==> src/rtl/useq_pkg.sv <==
package useq_pkg;
  localparam int CTRL_W = 16;
  localparam int AW     = 6;
  localparam int OPW    = 4;
  localparam int DEPTH  = 1 << AW;

  localparam logic [CTRL_W-1:0] L_PC_MAR    = CTRL_W'(1) << 0;
  localparam logic [CTRL_W-1:0] L_MEM_MBR   = CTRL_W'(1) << 1;
  localparam logic [CTRL_W-1:0] L_PC_INC    = CTRL_W'(1) << 2;
  localparam logic [CTRL_W-1:0] L_MBR_IR    = CTRL_W'(1) << 3;
  localparam logic [CTRL_W-1:0] L_IRA_MAR   = CTRL_W'(1) << 4;
  localparam logic [CTRL_W-1:0] L_MBRA_IRA  = CTRL_W'(1) << 5;
  localparam logic [CTRL_W-1:0] L_PC_MBR    = CTRL_W'(1) << 6;
  localparam logic [CTRL_W-1:0] L_SAVE_MAR  = CTRL_W'(1) << 7;
  localparam logic [CTRL_W-1:0] L_VEC_PC    = CTRL_W'(1) << 8;
  localparam logic [CTRL_W-1:0] L_MBR_MEM   = CTRL_W'(1) << 9;
  localparam logic [CTRL_W-1:0] L_BUS_RD    = CTRL_W'(1) << 10;
  localparam logic [CTRL_W-1:0] L_BUS_WR    = CTRL_W'(1) << 11;
  localparam logic [CTRL_W-1:0] L_ACC_ADD   = CTRL_W'(1) << 12;
  localparam logic [CTRL_W-1:0] L_ACC_LD    = CTRL_W'(1) << 13;
  localparam logic [CTRL_W-1:0] L_ACC_MBR   = CTRL_W'(1) << 14;
  localparam logic [CTRL_W-1:0] L_IRA_PC    = CTRL_W'(1) << 15;

  typedef enum logic [2:0] {
    C_JUMP  = 3'd0,
    C_SEQ   = 3'd1,
    C_ZERO  = 3'd2,
    C_NEG   = 3'd3,
    C_CARRY = 3'd4,
    C_IND   = 3'd5,
    C_IRQ   = 3'd6,
    C_DISP  = 3'd7
  } cond_e;

  typedef struct packed {
    logic [CTRL_W-1:0] lines;
    cond_e             cond;
    logic [AW-1:0]     tgt;
  } uword_t;

  localparam logic [AW-1:0] A_FETCH = AW'(0);
  localparam logic [AW-1:0] A_IND   = AW'(4);
  localparam logic [AW-1:0] A_INTR  = AW'(8);
  localparam logic [AW-1:0] A_NOP   = AW'(12);
  localparam logic [AW-1:0] A_UND   = AW'(14);
  localparam logic [AW-1:0] A_LOAD  = AW'(16);
  localparam logic [AW-1:0] A_ADD   = AW'(20);
  localparam logic [AW-1:0] A_STORE = AW'(24);
  localparam logic [AW-1:0] A_JMP   = AW'(28);
  localparam logic [AW-1:0] A_JZ    = AW'(30);
  localparam logic [AW-1:0] A_JN    = AW'(34);
  localparam logic [AW-1:0] A_JC    = AW'(38);
endpackage

==> src/rtl/useq_decoder.sv <==
module useq_decoder
  import useq_pkg::*;
(
  input  logic [OPW-1:0] opcode,
  output logic [AW-1:0]  start
);
  always_comb begin
    case (opcode)
      OPW'(0): start = A_NOP;
      OPW'(1): start = A_LOAD;
      OPW'(2): start = A_ADD;
      OPW'(3): start = A_STORE;
      OPW'(4): start = A_JMP;
      OPW'(5): start = A_JZ;
      OPW'(6): start = A_JN;
      OPW'(7): start = A_JC;
      default: start = A_UND;
    endcase
  end
endmodule

==> src/rtl/useq_rom.sv <==
module useq_rom
  import useq_pkg::*;
(
  input  logic [AW-1:0] addr,
  output uword_t        word
);
  function automatic uword_t mk(logic [CTRL_W-1:0] l, cond_e c, logic [AW-1:0] t);
    uword_t u;
    u.lines = l;
    u.cond  = c;
    u.tgt   = t;
    return u;
  endfunction

  function automatic uword_t content(logic [AW-1:0] a);
    case (a)
      A_FETCH:       return mk(L_PC_MAR, C_SEQ, A_FETCH);
      A_FETCH+AW'(1): return mk(L_MEM_MBR | L_BUS_RD | L_PC_INC, C_SEQ, A_FETCH);
      A_FETCH+AW'(2): return mk(L_MBR_IR, C_IND, A_FETCH);
      A_IND:         return mk(L_IRA_MAR, C_SEQ, A_FETCH);
      A_IND+AW'(1):  return mk(L_MEM_MBR | L_BUS_RD, C_SEQ, A_FETCH);
      A_IND+AW'(2):  return mk(L_MBRA_IRA, C_DISP, A_FETCH);
      A_INTR:        return mk(L_PC_MBR, C_SEQ, A_FETCH);
      A_INTR+AW'(1): return mk(L_SAVE_MAR | L_VEC_PC, C_SEQ, A_FETCH);
      A_INTR+AW'(2): return mk(L_MBR_MEM | L_BUS_WR, C_JUMP, A_FETCH);
      A_NOP:         return mk('0, C_IRQ, A_FETCH);
      A_UND:         return mk('0, C_JUMP, A_FETCH);
      A_LOAD:        return mk(L_IRA_MAR, C_SEQ, A_FETCH);
      A_LOAD+AW'(1): return mk(L_MEM_MBR | L_BUS_RD, C_SEQ, A_FETCH);
      A_LOAD+AW'(2): return mk(L_ACC_LD, C_IRQ, A_FETCH);
      A_ADD:         return mk(L_IRA_MAR, C_SEQ, A_FETCH);
      A_ADD+AW'(1):  return mk(L_MEM_MBR | L_BUS_RD, C_SEQ, A_FETCH);
      A_ADD+AW'(2):  return mk(L_ACC_ADD, C_IRQ, A_FETCH);
      A_STORE:       return mk(L_IRA_MAR, C_SEQ, A_FETCH);
      A_STORE+AW'(1): return mk(L_ACC_MBR, C_SEQ, A_FETCH);
      A_STORE+AW'(2): return mk(L_MBR_MEM | L_BUS_WR, C_IRQ, A_FETCH);
      A_JMP:         return mk(L_IRA_PC, C_IRQ, A_FETCH);
      A_JZ:          return mk('0, C_ZERO, A_JZ + AW'(2));
      A_JZ+AW'(1):   return mk('0, C_IRQ, A_FETCH);
      A_JZ+AW'(2):   return mk(L_IRA_PC, C_IRQ, A_FETCH);
      A_JN:          return mk('0, C_NEG, A_JN + AW'(2));
      A_JN+AW'(1):   return mk('0, C_IRQ, A_FETCH);
      A_JN+AW'(2):   return mk(L_IRA_PC, C_IRQ, A_FETCH);
      A_JC:          return mk('0, C_CARRY, A_JC + AW'(2));
      A_JC+AW'(1):   return mk('0, C_IRQ, A_FETCH);
      A_JC+AW'(2):   return mk(L_IRA_PC, C_IRQ, A_FETCH);
      default:       return mk('0, C_JUMP, A_FETCH);
    endcase
  endfunction

  uword_t table_q [DEPTH];

  for (genvar i = 0; i < DEPTH; i++) begin : g_word
    assign table_q[i] = content(AW'(i));
  end

  assign word = table_q[addr];
endmodule

==> src/rtl/useq_next.sv <==
module useq_next
  import useq_pkg::*;
(
  input  cond_e         cond,
  input  logic [AW-1:0] tgt,
  input  logic [AW-1:0] car,
  input  logic [AW-1:0] disp_addr,
  input  logic          ind,
  input  logic          irq,
  input  logic          zero,
  input  logic          neg,
  input  logic          carry,
  output logic [AW-1:0] nxt
);
  logic [AW-1:0] seq_addr;
  assign seq_addr = car + AW'(1);

  always_comb begin
    case (cond)
      C_JUMP:  nxt = tgt;
      C_SEQ:   nxt = seq_addr;
      C_ZERO:  nxt = zero  ? tgt : seq_addr;
      C_NEG:   nxt = neg   ? tgt : seq_addr;
      C_CARRY: nxt = carry ? tgt : seq_addr;
      C_IND:   nxt = ind   ? A_IND : disp_addr;
      C_IRQ:   nxt = irq   ? A_INTR : A_FETCH;
      C_DISP:  nxt = disp_addr;
      default: nxt = A_FETCH;
    endcase
  end
endmodule

==> src/rtl/useq_sequencer.sv <==
module useq_sequencer
  import useq_pkg::*;
(
  input  logic              clk,
  input  logic              rst_n,
  input  logic [OPW-1:0]    opcode_i,
  input  logic              ind_i,
  input  logic              irq_i,
  input  logic              zero_i,
  input  logic              neg_i,
  input  logic              carry_i,
  output logic [CTRL_W-1:0] ctrl_o,
  output logic [AW-1:0]     car_o
);
  logic [AW-1:0] car_q;
  uword_t        cbr_q;
  logic [AW-1:0] disp_addr;
  logic [AW-1:0] nxt_addr;
  uword_t        rom_word;

  useq_decoder u_dec (
    .opcode (opcode_i),
    .start  (disp_addr)
  );

  useq_next u_nxt (
    .cond      (cbr_q.cond),
    .tgt       (cbr_q.tgt),
    .car       (car_q),
    .disp_addr (disp_addr),
    .ind       (ind_i),
    .irq       (irq_i),
    .zero      (zero_i),
    .neg       (neg_i),
    .carry     (carry_i),
    .nxt       (nxt_addr)
  );

  useq_rom u_rom (
    .addr (nxt_addr),
    .word (rom_word)
  );

  // The reset word is all zero: its jump field points at fetch.
  always_ff @(posedge clk or negedge rst_n) begin
    if (!rst_n) begin
      car_q <= A_FETCH;
      cbr_q <= '0;
    end else begin
      car_q <= nxt_addr;
      cbr_q <= rom_word;
    end
  end

  assign ctrl_o = cbr_q.lines;
  assign car_o  = car_q;
endmodule

==> config.mk <==
export PLATFORM = sky130hd
export DESIGN_NAME = useq_sequencer
export DESIGN_NICKNAME = d
export VERILOG_FILES = /design/src/rtl/useq_pkg.sv /design/src/rtl/useq_decoder.sv /design/src/rtl/useq_rom.sv /design/src/rtl/useq_next.sv /design/src/rtl/useq_sequencer.sv
export SDC_FILE = /design/constraint.sdc
export NUM_CORES = 1
export LEC_CHECK = 0
export BUFFER_PORTS_ARGS = -buffer_cell sky130_fd_sc_hd__buf_2
export CAP_MARGIN = 40
export CELL_PAD_IN_SITES_DETAIL_PLACEMENT = 1
export CELL_PAD_IN_SITES_GLOBAL_PLACEMENT = 1
export CORE_UTILIZATION = 37
export DETAILED_ROUTE_END_ITERATION = 7
export GPL_ROUTABILITY_DRIVEN = 0
export PLACE_DENSITY_LB_ADDON = 0.1
export SETUP_SLACK_MARGIN = 0.4
export SLEW_MARGIN = 20
export SYNTH_ARGS = -nofsm -noshare
export SYNTH_HDL_FRONTEND = slang
export SYNTH_SLANG_ARGS = --single-unit
==> constraint.sdc <==
create_clock -name clk -period 2.2 [get_ports clk]
set_input_delay 0 -clock clk [delete_from_list [all_inputs] [get_ports clk]]
set_output_delay 0 -clock clk [all_outputs]
set_load 0.01 [all_outputs]
Word-level counts from Yosys, hierarchy flattened

Memory sizes are Yosys's and may differ from the RTL's. A register that Yosys moved wholly into a read port is not among the register bits.
Index checks and enable logic that the tools add are counted.
Widths: inputs -> output; s select.

Register bits after elaboration: 6
ROM bits: 1640
Input port bits: 11
Output and inout port bits: 22
Word-level logic and storage cells: 21
Memories kept: 2

Memory list:

| name             | words | width | rd ports | clocked after Yosys merged registers in | wr ports | line              | text |
|---|---|---|---|---|---|---|---|
| (name not given) | 64    | 25    | 1        | 1                                       | 0        | useq_rom.sv:57    | `assign word = table_q[addr];` |
| (name not given) | 8     | 5     | 1        | 0                                       | 0        | useq_decoder.sv:8 | `case (opcode)` |

Add/subtract/negate cells: 1
Eq/ne operators: 7
Multiplexer cells: 7
Bitwise logic cells: 1
Reduce and logical (&&, ||, !) cells: 2

Operators with widths:

| cell                | count |
|---|---|
| $pmux 6 s8          | 1 |
| $mux 6              | 5 |
| $eq 3x3->1 const B  | 4 |
| $not 6->7           | 1 |
| $add 6x1->6 const B | 1 |
| $eq 3x2->1 const B  | 2 |
| $mux 4              | 1 |
| $eq 3x1->1 const B  | 1 |
| $logic_not 3->1     | 1 |
| $logic_not 1->1     | 1 |

Longest topological paths before layout

Gate-level depths: netlist (run 1).
An unclocked memory read counts as a cell.

Depth in word-level cells: 5
Gate-level depth with buffers: 11
Depth with buffers taken out: 11

Hierarchy

From an unflattened synthesis (run 1), not the netlist that was laid out.

Cells, all modules: 192
Area, all modules: 1903.1 µm²

By module, submodules not included:

| module         | instances | cells an instance | area each (µm²) | seq. area each (µm²) |
|---|---|---|---|---|
| useq_sequencer | 1         | 47                | 895.9           | 775.7 |
| useq_rom       | 1         | 78                | 518.0           | 0.0 |
| useq_next      | 1         | 51                | 382.9           | 0.0 |
| useq_decoder   | 1         | 16                | 106.4           | 0.0 |

Worst setup path before layout (run 1)

Ideal clock, no wire load.

Path kind: reg2reg
From: register cbr_q[8] (netlist name)
To: register cbr_q[8] (netlist name)
Setup time: 0.082 ns
Arrival: 2.172 ns
Data required time: 2.118 ns
Path slack: -0.054 ns
Cell stages (with the launch flop): 11
Path buffers: 1
Clock period less this slack: 2.254 ns
Cells stage by stage: dfrtp_1 -> buf_4 -> nor3b_1 -> nor4_2 -> o22ai_1 -> inv_1 -> ha_1 -> inv_1 -> mux2i_1 -> o221a_2 -> o22ai_1

Cells in the longest elaborated chain, start to end: 3
Elaborated cells on any way between the ends: 10
Classes of those cells: 7 x eq/ne; 1 x mux; 1 x bitwise; 1 x reduce/logical

Ends and longest elaborated chain:

| what                                     | line                 | text |
|---|---|---|
| $eq 3x3->1, or another cell as far along | useq_next.sv:19      | `case (cond)` |
| $pmux 6 s8 (*)                           | useq_next.sv:19      |  |
| named net nxt_addr[1]                    | useq_sequencer.sv:18 | `logic [AW-1:0] nxt_addr;` |
| $not 6->7 (not written as such) (*)      | useq_rom.sv:57       |  |

Mark *: on every way through the listed nets, which the timed path passes. The rest lies on a longest branch.

Final worst setup path (run 1)

From: register cbr_q[6] (netlist name)
To: register cbr_q[8] (netlist name)

Cells in the longest elaborated chain, start to end: 3
Elaborated cells on any way between the ends: 10
Classes of those cells: 7 x eq/ne; 1 x mux; 1 x bitwise; 1 x reduce/logical

Ends and longest elaborated chain:

| what                                     | line |
|---|---|
| $eq 3x3->1, or another cell as far along | useq_next.sv:19 |
| $pmux 6 s8 (*)                           | useq_next.sv:19 |
| $not 6->7 (not written as such) (*)      | useq_rom.sv:57 |

Mark *: on every way between the ends. The rest lies on a longest branch, timed or not.

==> out/metrics.yaml, run 1 <==
run_status:
  run_status: "finished with violations"
  violations: "negative setup slack"
synthesis:
  synth_cell_types: 48
  synth_seq_cells: 25
  synth_top_area_share_pct: 38.02
  synth-main-ff-cell: "dfrtp_1"
  synth_edf_count: 0
  ys_warn_count: 0
  synthesis.nets: 188
  syn_inst: 169
  synth_top_cell_by_area: "dfrtp_1"
  postSynthAreaPerCell_sq_um: 9.736
  synth.area.top_cells: "dfrtp_1 (38%), buf_4 (8.2%), ha_1 (6.1%)"
  syn_area_sq_um: 1645
  yosysSeqAreaShare_pct: 38.02
  synth-async-reset-ratio_pct: 100.0
worst_setup_path:
  start_kind: "register"
  path_class: "reg2reg"
  cp_max_fo: 7
  worstPathBufferInverterCount: 2
  cp.arrival_ns: 2.50
  path_delay_family: "compound AO/OA/AOI/OAI gates"
  crit_chain: "buf_6 -> nor2b_4 -> a32o_2 -> a221o_1 -> o21ai_0 -> buf_4 -> o221a_2 -> o22ai_2"
  reg2reg_slack_ns: -0.15
  reg2reg_to: "cbr_q[8]"
  cp_slowest_cell: "dfrtp_2"
  setup.worst_path.end_class: "register"
  rr_worst_depth: 8
  slowest_delay_ns: 0.49
  crit_required_ns: 2.35
  timing.rr.start: "cbr_q[6]"
clock_tree:
  cts_tree: "yes"
  clockRootBuffer: "clkbuf_8"
  cts.clk_slew.worst_paths_ns: 0.09
  clockBufferDepth: 2
  numCtsBuffers: 3
  cts_max_level: 1
  clock_sinks: 25
  worstSkewPairLatency_ns: 0.27
routing:
  via_per_inst: 5.335
  via_count: 1499
  ant_nets: 0
  drt_iter0_drc: 48
  dr.pass1.iters: 4
  drc: 0
  wl_per_cell_microns: 18.50
  wl_microns: 5198
sta:
  fmax_ghz: 0.4253
  finalMaxSlewViolations: 0
  fin_crit_sh_pct: 106.9
  setup_violations: 10
  setup_ws_ns: -0.1514
  fin_skew_ns: 0.007443
  final.setup.tns_ns: -0.7033
  worst_pin_slew_ns: 0.5381
  slew_headroom_pct: 64.13
  post-route-min-period_ns: 2.351
  hold_viol_final: 0
  rsz0062_at_grt: "true"
placed_design:
  hpwl_microns: 3460
  placed_cell_area_sq_um: 2027
  placed_cells: 255
  io_buffers: 32
power_and_ir_drop:
  power.leakage_nw: 1.177
  p_comb_share_pct: 75.4
  internal-power_mw: 2.211
  power_density_nw_per_um2: 1612
  power_frac_seq_pct: 17.7
  p_sw_mw: 1.737
  ir_worst_vdd_uv: 709.7
  switching_share_pct: 44.00
  pwr-share-clk_pct: 6.9
floorplan:
  dieArea_sq_um: 4718
  die_h_microns: 68.69
  die_x_microns: 68.69
  io_pins: 33
  initial_core_util_pct: 39.70
  core_sq_um: 4144
  num_rows: 23
global_route:
  grt_pass1_wl_microns: 7541
  overflow: 0
  grt.total_usage_pct: 22.36
  antenna_found_initial: 0
  grt_max_degree: 26
  first_global_vias: 1486
final_layout:
  fillers: 464
  fin_nets: 251
  design_area_sq_um: 2449
  syn2layout_area_growth_pct: 48.82
  num_antenna_cells: 0
  layout_commonest_cell: "buf_4"
  fin_cells: 281
  layout-drive-gt1-share_pct: 59.74
  mostFrequentLayoutCells: "buf_4 (34), buf_2 (32), dfrtp_1 (22)"
min_path:
  hp-class: "in2async"
flow_run:
  cap_violations: 0
power by group through the flow:
stage / sequential, mW / clock, mW / combinational (mW)
6_report: 0.701 / 0.272 / 2.97
5_1_grt: 0.713 / 0.297 / 3.17
4_1_cts: 0.703 / 0.280 / 2.47
3_5_place_dp: 0.713 / 0 / 2.10
3_3_place_gp: 0.702 / 0 / 2.05
2_1_floorplan: 0.701 / 0 / 1.47
cell type report:
type	count	area, sq um	share of cell area [%]
multi-input cells	107	1070	43.69
flip-flops and latches	25	629.4	25.70
inverters	13	53.80	2.197
repair buffers	82	588.1	24.02
well taps	50	62.56	2.555
clock buffers	4	45.04	1.840
cells in the mapped netlist (all sizes together) (3+ instances only):
| cell | n |
|---|---|
| nor4 | 4 |
| xor2 | 4 |
| nor3 | 6 |
| nor3b | 7 |
| o21ai | 3 |
| inv | 13 |
| nand2 | 11 |
| nor2b | 5 |
| mux2i | 5 |
| buf | 24 |
| nand2b | 3 |
| a21oi | 4 |
| nor2 | 9 |
| dfrtp | 25 |
| nand3 | 7 |
| ha | 8 |
metrics by stage:
step	hold slack, ns	worst slack, ns	total power [mW]	utilization, %
2_1_floorplan	-0.2956	0.09999	2.169	-
3_3_place_gp	0.009496	-0.03945	2.756	48.91
3_5_place_dp	0.02114	-0.1172	2.818	48.91
4_1_cts	0.2593	-0.06533	3.450	54.77
5_1_grt	0.2915	-0.2416	4.179	59.09
6_report	0.2410	-0.1514	3.948	59.09
repair_timing:
| action | in CTS | in global routing |
|---|---|---|
| pin swaps | 11 | 10 |
| hold buffers | 1 | 0 |
| setup endpoints to repair | 23 | 23 |
| setup buffers | 9 | 12 |
| resized for setup | 29 | 21 |
| hold endpoints to repair | 25 | 0 |
state kept, by name, indices dropped and copies added, names as in the netlist:
name and count:
cbr_q 6, car_o 6, ctrl_o 13
layer usage:
metal  track usage (%)  part of all wire, %
met5                 0                    0
met4             4.948                  2.1
met2             38.73                   51
met1             28.11                   43
met3             4.934                  4.0
worst max path at each step:
stage	startpoint	to	cells after the start
floorplan	cbr_q[6]	cbr_q[8]	8
global placement	cbr_q[6]	cbr_q[7]	7
detailed placement	cbr_q[7]	cbr_q[7]	7
CTS	cbr_q[6]	cbr_q[8]	9
global route	cbr_q[7]	cbr_q[5]	8
finish	cbr_q[6]	cbr_q[8]	8
logic make-up (layout without fill, tap and decap cells):
| family | count (synthesis) | count (layout) | synth area share [%] |
|---|---|---|---|
| and+or+nand+nor | 58 | 58 | 20.76 |
| buffers and inverters | 37 | 99 | 14.30 |
| AOI/OAI and AO/OA | 32 | 32 | 15.67 |
| DFF | 25 | 25 | 38.02 |
| adders and majority gates | 8 | 8 | 6.084 |
| muxes | 5 | 5 | 3.042 |
| xor gates and xnor gates | 4 | 4 | 2.129 |
No activity file was read; power rests on OpenSTA's default activity.
==> run 2: changes to the inputs <==
--- a/config.mk
+++ b/config.mk
@@ -5,11 +5,12 @@
 export SDC_FILE = /design/constraint.sdc
 export NUM_CORES = 1
 export LEC_CHECK = 0
+export ABC_AREA = 1
 export BUFFER_PORTS_ARGS = -buffer_cell sky130_fd_sc_hd__buf_2
 export CAP_MARGIN = 40
 export CELL_PAD_IN_SITES_DETAIL_PLACEMENT = 1
 export CELL_PAD_IN_SITES_GLOBAL_PLACEMENT = 1
-export CORE_UTILIZATION = 37
+export CORE_UTILIZATION = 36
 export DETAILED_ROUTE_END_ITERATION = 7
 export GPL_ROUTABILITY_DRIVEN = 0
 export PLACE_DENSITY_LB_ADDON = 0.1
==> run 2 against run 1 <==
Net effect:
- the run now ends clean
- sequential cell count unchanged
- maximum frequency is 11% higher
- count of clock-buffer cells in the layout unchanged
- setup slack better by 0.24 ns
- critical path type unchanged
- critical endpoint unchanged
==> out/metrics.yaml, run 2 <==
run_status:
  run_status: "finished clean"
worst_setup_path:
  reg2reg_slack_ns: 0.09
  reg2reg_to: "cbr_q[8]"
  path_common_cell: "nand2_1"
  rr_worst_depth: 14
  cp_slowest_cell: "dfrtp_2"
  timing.rr.start: "cbr_q[6]"
  start_kind: "register"
  crit_chain: "nor2_4 -> nand2_1 -> nor2_4 -> nor2_1 -> nand2_1 -> nand2_2 -> nand2_4 -> inv_4 -> nand2_1 -> inv_2 -> o21ai_4 -> inv_2 -> nand2_1 -> nand2_1"
  cp_max_fo: 6
  slowest_delay_ns: 0.51
  setup.worst_path.end_class: "register"
  crit_required_ns: 2.36
  cp.arrival_ns: 2.27
  path_class: "reg2reg"
routing:
  drc: 0
  wl_per_cell_microns: 17.76
  via_count: 1817
  via_per_inst: 5.104
  ant_nets: 0
  dr.pass1.iters: 4
  drt_iter0_drc: 138
  wl_microns: 6324
placed_design:
  hpwl_microns: 3504
  io_buffers: 32
  placed_cells: 311
synthesis:
  synthTopCellsByCount: "nand2_1 (65), inv_1 (29), nor2_1 (27)"
  synth_most_common_cell: "nand2_1"
  synth_top_area_share_pct: 35.89
  synthesis.nets: 260
  syn_inst: 241
  synth_seq_cells: 25
  synth.area.top_cells: "dfrtp_1 (36%), nand2_1 (14%), buf_4 (7.3%)"
  synth-main-ff-cell: "dfrtp_1"
  syn_area_sq_um: 1743
  synth_top_cell_by_area: "dfrtp_1"
  synth_cell_types: 29
  yosysSeqAreaShare_pct: 35.89
  postSynthAreaPerCell_sq_um: 7.232
  ys_warn_count: 0
  synth-async-reset-ratio_pct: 100.0
  synth_edf_count: 0
power_and_ir_drop:
  ir_worst_vdd_uv: 794.6
  power.total_mw: 3.809
  power_density_nw_per_um2: 1477
  power.leakage_nw: 1.361
sta:
  slew_headroom_pct: 61.79
  fin_skew_ns: 0.003271
  worst_pin_slew_ns: 0.5732
  rsz0062_at_grt: "true"
  finalMaxSlewViolations: 0
  post-route-min-period_ns: 2.112
  hold_viol_final: 0
  setup_violations: 0
  final.setup.tns_ns: 0
  fmax_ghz: 0.4735
  fin_crit_sh_pct: 96.01
  fin_hold_ws_ns: 0.2554
global_route:
  grt_max_degree: 26
  grt_pass1_wl_microns: 9052
  overflow: 0
  antenna_found_initial: 0
  grt.total_usage_pct: 23.11
  first_global_vias: 1821
floorplan:
  initial_core_util_pct: 38.69
  num_rows: 24
  io_pins: 33
  die_h_microns: 71.58
  dieArea_sq_um: 5124
  core_sq_um: 4504
  die_x_microns: 71.58
final_layout:
  layout_commonest_cell: "nand2_1"
  fin_cells: 356
  largest_reg_flops: 13
  num_antenna_cells: 0
  layout-drive-gt1-share_pct: 51.32
  mostFrequentLayoutCells: "nand2_1 (49), buf_4 (37), buf_2 (32)"
  syn2layout_area_growth_pct: 47.95
  fin_nets: 324
clock_tree:
  cts.clk_slew.worst_paths_ns: 0.08
  clockBufferDepth: 2
  cts_max_level: 1
  clock_sinks: 25
  numCtsBuffers: 3
  clockRootBuffer: "clkbuf_8"
  worstSkewPairLatency_ns: 0.27
  cts_tree: "yes"
flow_run:
  cap_violations: 0
min_path:
  hp-class: "in2async"
==> run 2: cell count changes after synthesis, moves of 5 or more <==
cell / delta
nand2_1: +54
nor2_1: +18
inv_1: +17
inv_2: +9
nand3_1: +9
mux2i_1: -5
nand4_1: +5
nor2b_1: -5
nor3b_1: -5
==> run 2: report_power, final <==
| group | switching [mW] | leakage (nW) | total, mW | internal [mW] |
|---|---|---|---|---|
| logic | 1.61 | 1.01 | 2.83 | 1.22 |
| registers | 0.126 | 0.329 | 0.704 | 0.578 |
| clock network | 0.141 | 0.0228 | 0.271 | 0.130 |
==> run 2: kinds of logic after synthesis <==
| kind of cell | share of synthesized area, % |
|---|---|
| adders and majority gates | 5.743 |
| AOI/OAI and AO/OA | 7.394 |
| and+or+nand+nor | 33.31 |
| xor gates and xnor gates | 1.508 |
| buffers and inverters | 16.15 |
| DFF | 35.89 |
==> run 2: worst max-delay path, delay by kind of cell (launching register included) <==
family,cells,cell delay [ns]
simple gates,10,1.12
flops,1,0.51
buf+inv,3,0.20
compound gates,1,0.15
==> run 2: how the worst max path moves through the flow <==
stage	start	end	slack (ns)	depth (start not counted)
after floorplan	cbr_q[8]	cbr_q[8]	0.34	17
after global placement	cbr_q[8]	cbr_q[8]	-0.03	15
after global routing	cbr_q[6]	cbr_q[8]	0.005	13
after CTS	cbr_q[6]	cbr_q[8]	0.27	17
after detailed placement	cbr_q[8]	cbr_q[8]	-0.003	14
final	cbr_q[6]	cbr_q[8]	0.09	14
==> run 2: layout make-up <==
class,count,area (sq um)
sequential,25,631.9
inverter,38,160.2
timing repair buffer,76,524.3
clock buffer,4,45.04
fill,557,1926
multi-input combinational,161,1152
tap,52,65.06
==> run 2: through the flow <==
step / util, % / setup slack [ns] / area [sq um]
after floorplan: - / 0.3421 / 1757
after global placement: 41.58 / -0.03401 / 1873
after detailed placement: 41.58 / -0.003265 / 1873
after CTS: 50.39 / 0.2660 / 2270
after global routing: 57.25 / 0.004612 / 2579
final: 57.25 / 0.08787 / 2579
==> run 2: what timing repair did <==
item,in CTS,in global routing
gates cloned,1,0
pin swaps,9,16
gates resized for setup,43,45
setup endpoints to repair,19,19
buffers inserted,23,16
hold buffers,1,0
endpoints found under the hold margin,25,0
==> run 2: metal layers <==
metal | up-vias | global-route usage, % | wire length (microns)
met4 | 0 | 5.447 | 215
met1 | 882 | 31.46 | 2745
li1 | 865 | - | -
met2 | 52 | 38.94 | 3113
met5 | - | 0 | 0
met3 | 18 | 3.516 | 249
==> run 3: changes to the inputs <==
--- a/config.mk
+++ b/config.mk
@@ -7,14 +7,13 @@
 export LEC_CHECK = 0
 export ABC_AREA = 1
 export BUFFER_PORTS_ARGS = -buffer_cell sky130_fd_sc_hd__buf_2
-export CAP_MARGIN = 40
 export CELL_PAD_IN_SITES_DETAIL_PLACEMENT = 1
 export CELL_PAD_IN_SITES_GLOBAL_PLACEMENT = 1
 export CORE_UTILIZATION = 36
 export DETAILED_ROUTE_END_ITERATION = 7
 export GPL_ROUTABILITY_DRIVEN = 0
 export PLACE_DENSITY_LB_ADDON = 0.1
-export SETUP_SLACK_MARGIN = 0.4
+export SETUP_SLACK_MARGIN = 0.5
 export SLEW_MARGIN = 20
 export SYNTH_ARGS = -nofsm -noshare
 export SYNTH_HDL_FRONTEND = slang
==> run 3 against run 2 <==
Net effect:
- sequential cell count stayed put
- first-iteration DRC count decreased by 50%
- sequential share of layout area rose by 0.77 points
- clock skew is 0.00095 ns higher
- utilization shrank 1.7 points
- non-clock buffer count did not move
- setup slack improved by 0.020 ns
- register-to-register slack improved by 0.02 ns
- largest cell class unchanged
==> out/metrics.yaml, run 3 (synthesis gave the netlist of run 2 again) <==
run_status:
  run_status: "finished clean"
sta:
  fin_skew_ns: 0.004222
  rsz0062_at_grt: "true"
  worst_pin_slew_ns: 0.5804
  post-route-min-period_ns: 2.092
  fin_hold_ws_ns: 0.2546
  slew_headroom_pct: 61.31
  final.setup.tns_ns: 0
  fin_crit_sh_pct: 95.10
  setup_violations: 0
  hold_viol_final: 0
  finalMaxSlewViolations: 0
  fmax_ghz: 0.4780
worst_setup_path:
  cp_slowest_cell: "dfrtp_2"
  cp_max_fo: 6
  path_delay_family: "simple AND/OR/NAND/NOR gates"
  cp.arrival_ns: 2.25
  path_class: "reg2reg"
  path_common_cell: "nand2_1"
  crit_chain: "nor2_4 -> nand3_4 -> nand3_4 -> inv_4 -> nor2_4 -> buf_4 -> ha_2 -> inv_2 -> nand2_1 -> nor2_1 -> nor2_1 -> nand2_1 -> nand3_1 -> nand2_1"
  reg2reg_slack_ns: 0.11
  crit_required_ns: 2.35
  worstPathBufferInverterCount: 3
  slowest_delay_ns: 0.50
  start_kind: "register"
  setup.worst_path.end_class: "register"
routing:
  wl_microns: 5812
  dr.pass1.iters: 4
  drc: 0
  wl_per_cell_microns: 16.33
  via_per_inst: 4.994
  drt_iter0_drc: 69
  via_count: 1778
  ant_nets: 0
final_layout:
  mostFrequentLayoutCells: "nand2_1 (49), buf_4 (38), buf_2 (32)"
  layout-drive-gt1-share_pct: 51.32
  largest_reg_flops: 13
  layout_commonest_cell: "nand2_1"
  fin_nets: 324
  syn2layout_area_growth_pct: 43.43
  num_antenna_cells: 0
floorplan:
  die_x_microns: 71.58
  initial_core_util_pct: 38.69
  die_h_microns: 71.58
  core_sq_um: 4504
  dieArea_sq_um: 5124
  io_pins: 33
  num_rows: 24
global_route:
  grt_max_degree: 26
  antenna_found_initial: 0
  first_global_vias: 1815
  overflow: 0
  grt_pass1_wl_microns: 8921
  grt.total_usage_pct: 22.64
power_and_ir_drop:
  power_density_nw_per_um2: 1476
  switching_share_pct: 48.64
  internal-power_mw: 1.895
  power_frac_seq_pct: 18.6
  p_comb_share_pct: 73.9
  power.leakage_nw: 1.349
  ir_worst_vdd_uv: 920.7
  pwr-share-clk_pct: 7.4
  p_sw_mw: 1.795
clock_tree:
  worstSkewPairLatency_ns: 0.27
  cts.clk_slew.worst_paths_ns: 0.09
  numCtsBuffers: 3
  clock_sinks: 25
  cts_max_level: 1
  clockRootBuffer: "clkbuf_8"
  clockBufferDepth: 2
  cts_tree: "yes"
min_path:
  hp-class: "in2async"
flow_run:
  cap_violations: 0
placed_design:
  io_buffers: 32
  hpwl_microns: 3499
==> run 3: power groups by stage <==
stage | clock network (mW) | registers [mW] | logic, mW
6_report | 0.275 | 0.688 | 2.73
5_1_grt | 0.297 | 0.701 | 2.93
4_1_cts | 0.281 | 0.690 | 2.21
3_5_place_dp | 0 | 0.691 | 1.59
3_3_place_gp | 0 | 0.687 | 1.59
2_1_floorplan | 0 | 0.676 | 1.24
==> run 3: final cells by class <==
| cell class | count | area [sq um] |
|---|---|---|
| clock buffers | 3 | 41.29 |
| clock inverters | 1 | 5.005 |
| fillers | 561 | 2004 |
| inverters | 38 | 157.7 |
| multi-input cells | 161 | 1087 |
| flip-flops and latches | 25 | 631.9 |
| well taps | 52 | 65.06 |
| repair buffers | 76 | 511.7 |
==> run 3: metrics by stage <==
step                      util (%)  instances  total power, mW  worst slack (ns)  cell area (sq um)
after global placement       42.42        311            2.273            0.1140               1911
after floorplan                  -        241            1.913            0.3633               1798
after detailed placement     42.42        311            2.279           0.07440               1911
final                        55.50        356            3.690            0.1078               2500
after global routing         55.50        356            3.926           0.04124               2500
after CTS                    51.89        346            3.182            0.2698               2337
==> run 3: timing repair <==
action,4_1_cts,5_1_grt
setup buffers,29,10
pin swaps,19,17
hold buffers,1,0
gates resized for setup,43,22
hold endpoints to repair,25,0
cloned,1,0
endpoints found under the setup margin,19,19
==> run 3: worst paths after layout <==
kind | end | startpoint | cells after the start
worst max-delay path | cbr_q[7] | cbr_q[6] | 14
worst min-delay path | ctrl_o[0] | rst_n | 2
worst max register to register | cbr_q[7] | cbr_q[6] | 14
worst min register to register | ctrl_o[11] | cbr_q[2] | 3
max in group asynchronous | cbr_q[7] | rst_n | 2
min in group clk | car_o[1] | opcode_i[3] | 5
==> run 3: layer usage <==
metal	share of wire, %	routed length [microns]	global-route usage [%]	vias to the layer above
met4	1.2	72	3.268	0
met1	46	2700	32.38	857
met5	0	0	0	-
met3	3.9	226	3.235	8
met2	48	2813	37.46	43
li1	-	-	-	870
